File: config.mk
export PLATFORM = sky130hd
export DESIGN_NAME = rst_supervisor
export DESIGN_NICKNAME = d
export VERILOG_FILES = /design/src/rtl/rst_supervisor.sv
export SDC_FILE = /design/constraint.sdc
export NUM_CORES = 1
export LEC_CHECK = 0
export ABC_AREA = 1
export BUFFER_PORTS_ARGS = -buffer_cell sky130_fd_sc_hd__buf_2
export CAP_MARGIN = 20
export CELL_PAD_IN_SITES_DETAIL_PLACEMENT = 2
export CELL_PAD_IN_SITES_GLOBAL_PLACEMENT = 2
export CORE_UTILIZATION = 34
export CTS_CLUSTER_SIZE = 14
export DETAILED_ROUTE_END_ITERATION = 8
export PLACE_DENSITY_LB_ADDON = 0.1
export SETUP_SLACK_MARGIN = 0.5
export SLEW_MARGIN = 20
export SYNTH_ARGS = -nofsm -noshare
export SYNTH_HDL_FRONTEND = slang
export SYNTH_SLANG_ARGS = --single-unit
File: constraint.sdc
create_clock -name clk -period 2.4 [get_ports clk]
set_clock_uncertainty 0.05 [all_clocks]
set_input_delay 0.48 -clock clk [delete_from_list [all_inputs] [get_ports clk]]
set_output_delay 0.48 -clock clk [all_outputs]
set_load 0.05 [all_outputs]
File: src/rtl/rst_supervisor.sv
module rst_supervisor #(
  parameter int unsigned STRETCH_CYCLES  = 50_000_000,
  parameter int unsigned WD_T0           = 50_000_000,
  parameter int unsigned WD_T1           = 150_000_000,
  parameter int unsigned WD_T2           = 350_000_000,
  parameter bit          RST_ACTIVE_HIGH = 1'b0,
  parameter logic [1:0]  SEL_INIT        = 2'b00
) (
  input  logic       clk,
  input  logic       por_n,
  input  logic       supply_ok,
  input  logic       cs_n,
  input  logic       wp_n,
  input  logic       wr_en,
  input  logic [2:0] wr_data,
  output logic [2:0] ctrl_q,
  output logic       rst_out
);
  localparam int unsigned WD_MAX = (WD_T0 > WD_T1) ? ((WD_T0 > WD_T2) ? WD_T0 : WD_T2)
                                                   : ((WD_T1 > WD_T2) ? WD_T1 : WD_T2);
  localparam int SW = $clog2(STRETCH_CYCLES + 1);
  localparam int WW = $clog2(WD_MAX + 1);
  localparam logic [SW-1:0] S_LAST = SW'(STRETCH_CYCLES - 1);

  logic          rst_act;
  logic [SW-1:0] scnt;
  logic [WW-1:0] wcnt, wd_last;
  logic          cs_s1, cs_s2, cs_prev;
  logic          cs_fall, wd_en, wd_fire, lock;

  assign cs_fall = cs_prev & ~cs_s2;
  assign wd_en   = (ctrl_q[1:0] != 2'b11) & ~rst_act;
  assign wd_fire = wd_en & ~cs_fall & (wcnt >= wd_last);
  assign lock    = ~wp_n & ctrl_q[2];
  assign rst_out = RST_ACTIVE_HIGH ? rst_act : ~rst_act;

  always_comb begin
    case (ctrl_q[1:0])
      2'b00:   wd_last = WW'(WD_T0 - 1);
      2'b01:   wd_last = WW'(WD_T1 - 1);
      2'b10:   wd_last = WW'(WD_T2 - 1);
      default: wd_last = '0;
    endcase
  end

  always_ff @(posedge clk or negedge por_n) begin
    if (!por_n) begin
      cs_s1   <= 1'b1;
      cs_s2   <= 1'b1;
      cs_prev <= 1'b1;
    end else begin
      cs_s1   <= cs_n;
      cs_s2   <= cs_s1;
      cs_prev <= cs_s2;
    end
  end

  always_ff @(posedge clk or negedge por_n) begin
    if (!por_n) begin
      rst_act <= 1'b1;
      scnt    <= '0;
    end else if (!supply_ok || wd_fire) begin
      rst_act <= 1'b1;
      scnt    <= '0;
    end else if (rst_act) begin
      if (scnt == S_LAST) begin
        rst_act <= 1'b0;
        scnt    <= '0;
      end else begin
        scnt <= scnt + 1'b1;
      end
    end
  end

  always_ff @(posedge clk or negedge por_n) begin
    if (!por_n)
      wcnt <= '0;
    else if (!wd_en || cs_fall || wd_fire)
      wcnt <= '0;
    else
      wcnt <= wcnt + 1'b1;
  end

  always_ff @(posedge clk or negedge por_n) begin
    if (!por_n)
      ctrl_q <= {1'b0, SEL_INIT};
    else if (wr_en && !rst_act && !lock)
      ctrl_q <= wr_data;
  end
endmodule

### Yosys cells after proc, flatten, opt, wreduce, memory -nomap -nowiden

Cells that the tools add are included.

* register bits: 62
* input port bits: 9
* output and inout bits: 4
* word-level logic and storage cells: 42

* $add $sub $neg: 2
* magnitude comparators: 1
* equal/unequal tests: 4
* muxes and demuxes: 8
* bitwise gates (word level): 9
* reduce and logical (&&, ||, !) cells: 11

Operators with widths (count)
* one-hot mux 29 bit (3 select lines): 1
* two-way mux 26 bit: 3
* adder 29 x 1 -> 29 bit (second input constant): 1
* >= comparator 29 bit: 1
* two-way mux 29 bit: 1
* adder 26 x 1 -> 26 bit (second input constant): 1
* == test 26 bit (second input constant): 1
* bitwise AND 1 bit: 5
* logical NOT 1 bit: 4
* inverter 1 bit: 4
* logical OR 1 bit: 3
* two-way mux 1 bit: 3
* == test 2 x 1 -> 1 bit (second input constant): 1
* == test 2 bit (second input constant): 1
* logical AND 1 bit: 2
* logical NOT 2 bit: 1
* inequality test 2 bit (second input constant): 1
* nonzero test 2 bit: 1

### Depth between registers and ports, before layout

* word-level depth: 7
* mapped depth: 16
* depth with buffers taken out: 15

### Least setup slack after synthesis

Ideal clock, no wire load.

* path type: reg2reg
* start point: reg ctrl_q[0]
* end point: reg scnt[19]
* library setup time: 0.069 ns
* data arrival time: 2.534 ns
* required time: 2.281 ns
* path slack: -0.253 ns
* cell stages (with the launch flop): 17
* buffers on the path: 1
* clock period less this slack: 2.653 ns
* path through: dfrtp_1 ha_1 inv_1 o21ai_0 ha_1 nand2_1 nand2_1 nand2_1 nand2_1 nand2_1 a21oi_1 nor2_1 nand2_1 nand2_2 buf_6 nand4_1 nand2_1

* cells in the longest elaborated chain, start to end: 6
* elaborated cells on any way between the ends: 12

RTL lines
* start: declaration: line 16 `output logic [2:0] ctrl_q,`
* start signal: assignment: line 86 `ctrl_q <= {1'b0, SEL_INIT};`
* start signal: assignment: line 88 `ctrl_q <= wr_data;`
* == test 2 bit, or another cell as far along: line 38 `case (ctrl_q[1:0])`
* one-hot mux 29 bit (3 select lines) / bitwise AND 1 bit (equally long branches): line 38, 32
* >= comparator 29 bit / bitwise AND 1 bit (equally long branches): line 33 `assign wd_fire = wd_en & ~cs_fall & (wcnt >= wd_last);`
* bitwise AND 1 bit (*): line 33
* logical OR 1 bit (*): line 62 `end else if (!supply_ok || wd_fire) begin`
* two-way mux 26 bit / nonzero test 2 bit (equally long branches)
* end signal: assignment: line 70 `scnt <= scnt + 1'b1;`
* end: declaration: line 26 `logic [SW-1:0] scnt;`

Every way passes the cells marked *; elsewhere a longest branch is shown, timed or not.
A chain may end at the register's enable or synchronous reset.

### Worst setup path in the final report

* start point: reg ctrl_q[0]
* end point: reg scnt[24]

Same word-level chain as after synthesis.

==> metrics.csv <==
stage;metric;value;unit
timing;setup ws final;-0.303;ns
route;DR WL/cell;20.3;um
clock_tree;H-tree depth;3;
route;routed wire length;16600;um
placed_design;Placer Congestion;0.909;
outcome;status;finished, violations left;
timing;post-route minimum period;2.70;ns
finish;ant diodes;0;
synthesis;number of flops mapped to enable cells by yosys;0;
setup_path;reg2reg setup slack;-0.30;ns
synthesis;Post-synth ARST share;1.00;
grt;GR Util All Layers;0.259;
synthesis;Yosys top cell area share;0.325;
synthesis;post-synthesis sequential area ratio;0.349;
setup_path;Worst EP arrival;2.89;ns
finish;Final Non-Filler Cells;817;
clock_tree;Clock transition at path regs;0.06;ns
die;Die Span X;117;um
grt;antenna violations before repair;0;
pwr;VDD IR-drop max;0.326;mV
route;Final ANT Viol Nets;0;
setup_path;type of origin of the critical path;flop;
die;Core Box Area;0.0127;mm2
clock_tree;CTS tree;done;
synthesis;count leader, synth;nand2_1;
synthesis;area leader, netlist;dfrtp_1;
synthesis;count of cell types in the netlist;35;
setup_path;slowest cell delay on critical path;0.54;ns
pwr;Leakage;0.00250;uW
pwr;power per cell area;456;mW/mm2
clock_tree;Num CTS Buffers;9;
clock_tree;CTS root buf;clkbuf_16;
route;Pre-Repair DR Iteration Count;4;
synthesis;Cells after Synth;599;
route;initial DRC count;166;
grt;grt total ovfl;0;
synthesis;Avg Inst Size Synth;7.45;um2
timing;final setup violation count;56;
finish;area grow syn2layout;27.3;%
timing;worst slew pin tran;0.756;ns
timing;RSZ-0062 raised after global routing;yes;
run;# Max-Cap Violations;0;
synthesis;Synth Net Count;640;
die;die area;0.0136;mm2
grt;pin count of the biggest net entering global routing;35;
setup_path;reg-to-reg endpoint;scnt[24];
setup_path;Setup CP Type;flop to flop;
synthesis;Main synth FF type;dfrtp_1;
synthesis;synth top area cells;dfrtp_1, nand2_1, ha_1, inv_1, nand4_1;
finish;Fillers;1476;
setup_path;Worst Path Max Fanout;8;
min_path;Hold Path Class;primary input to async pin;
route;Post-route DRC;0;
synthesis;Synth Register Bits;62;
timing;fin. max-slew vios;0;
finish;share of cells above drive strength 1;0.233;
setup_path;critical path cell sequence;ha_4 > buf_4 > ha_1 > nand2_1 > nor2_2 > nand2_2 > nor2_4 > nand2_2 > nand2_2 > nor2_2 > nand2_2 > nand2_4 > buf_12 > buf_16 > nand4_1 > nand2_1;
setup_path;CP Data Required Time;2.59;ns
synthesis;Cell Area, Synth;0.00446;mm2
placed_design;Detailed Place HPWL;11200;um
timing;hold_ws;0.118;ns
timing;fmax;0.370;GHz
clock_tree;CTS Sinks;62;
die;Initial Util;0.351;
clock_tree;CTS Buffer Depth;2;
setup_path;CP endpoint kind;flop;
finish;Final nets;681;
setup_path;Crit Reg-Reg Startpoint;ctrl_q[0];
grt;first-pass GRT wire length;25900;um
route;routed via count;4306;
timing;Hold Vio Cnt, Final;0;
synthesis;YS warnings;0;
outcome;failing checks;setup timing;
placed_design;port buffer count;12;
grt;number of global-route vias before repair;4874;
die;Die Y-Extent;117;um
setup_path;CP max stage cell;dfrtp_4;
clock_tree;Clk Latency, worst-skew pair;0.35;ns
setup_path;FF-to-FF path depth;16;
timing;crit share post-route;1.13;
route;vias per cell;5.27;
die;num ports;13;
placed_design;Placed Instances;785;
die;std cell rows;41;
timing;Slew Limit Headroom;0.493;
setup_path;CP most frequent cell;nand2_2;
synthesis;Synth top cells by count;nand2_1, inv_1, nor2_1;
[worst max-delay path by stage]
stage / slack (ns) / cells after the start / from / endpoint
final: -0.30 / 16 / ctrl_q[0] / scnt[24]
after global routing: -0.39 / 15 / ctrl_q[1] / scnt[6]
after CTS: -0.21 / 17 / ctrl_q[0] / scnt[25]
after detailed placement: -0.22 / 17 / ctrl_q[0] / scnt[16]
after global placement: -0.13 / 17 / ctrl_q[0] / scnt[1]
after floorplan: 0.13 / 16 / ctrl_q[1] / scnt[0]
[layer usage]
metal / global-route usage / routed length, um / vias to the layer above
li1: - / - / 2039
met1: 0.270 / 6560 / 2160
met2: 0.480 / 8870 / 63
met3: 0.0550 / 376 / 44
met4: 0.144 / 807 / 0
met5: 0 / 0 / -
[area by class of cell]
cell class	count	area [um2]	area share
sequential	62	1570	0.275
timing repair buffer	44	433	0.0762
tap	172	215	0.0379
multi-input combinational	438	2810	0.494
clock inverter	6	93.8	0.0165
clock buffer	10	239	0.0421
inverter	85	330	0.0581
[worst max-delay path: cells and delay by family, from the launching register on]
| family | cells | cell delay, ns |
|---|---|---|
| adders and majority gates | 2 | 0.55 |
| buffers and inverters | 3 | 0.47 |
| DFF | 1 | 0.54 |
| and+or+nand+nor | 11 | 0.96 |
[layout by cell type (no fill, tap or decap), types with 4 or more instances in the layout]
| cell type | n |
|---|---|
| dfrtp_1 | 56 |
| nand2_1 | 122 |
| nor3_1 | 20 |
| ha_1 | 19 |
| nand2_2 | 13 |
| xor2_1 | 27 |
| nor3_2 | 4 |
| a21oi_2 | 5 |
| buf_12 | 5 |
| nand3_1 | 29 |
| ha_4 | 13 |
| inv_2 | 7 |
| buf_4 | 19 |
| xnor2_1 | 7 |
| nor4_1 | 8 |
| inv_1 | 73 |
| nor2_4 | 10 |
| nand3_2 | 4 |
| buf_2 | 11 |
| nor2_2 | 17 |
| nor2_1 | 63 |
| buf_6 | 6 |
| clkbuf_16 | 10 |
| nand4_1 | 46 |
| a21oi_1 | 11 |
[where the power goes]
group	leakage, uW	total, uW	switching [uW]	internal [uW]
clock	0.000159	1470	529	944
combinational	0.00151	59.2	45.6	13.6
sequential	0.000834	1060	6.56	1050
total	0.00250	2590	582	2010
[flip-flops by register name (all words and copies together), names as in the netlist]
name,flops
cs_prev,1
ctrl_q,3
rst_act,1
cs_s1,1
wcnt,29
cs_s2,1
scnt,26
[kinds of logic (layout without fill, tap and decap cells)]
kind of cell,Yosys count,count (layout),share of synthesized area
AO/OA/AOI/OAI,25,25,0.0300
XOR/XNOR,34,34,0.0667
adder cells (fa/ha/maj),32,32,0.0897
buffers and inverters,99,145,0.0939
flip-flops,62,62,0.349
AND/OR/NAND/NOR,347,347,0.371
[metrics by stage]
stage | setup TNS [ns] | total power, uW | setup slack (ns) | utilization | instance area (um2)
after floorplan | 0 | 1100 | 0.126 | - | 4540
after global placement | -2.75 | 1130 | -0.125 | 0.382 | 4860
after global routing | -17.01 | 2680 | -0.393 | 0.447 | 5680
final | -12.63 | 2590 | -0.303 | 0.447 | 5680
after detailed placement | -7.39 | 1140 | -0.222 | 0.382 | 4860
after CTS | -6.27 | 2640 | -0.214 | 0.434 | 5520
[timing repair]
item,4_1_cts,5_1_grt
setup buffers,12,1
pin swaps,19,16
cloned,1,2
resized for setup,40,25
setup endpoints to repair,57,56
hold buffers,0,0
(Power assumes the default switching activity.)
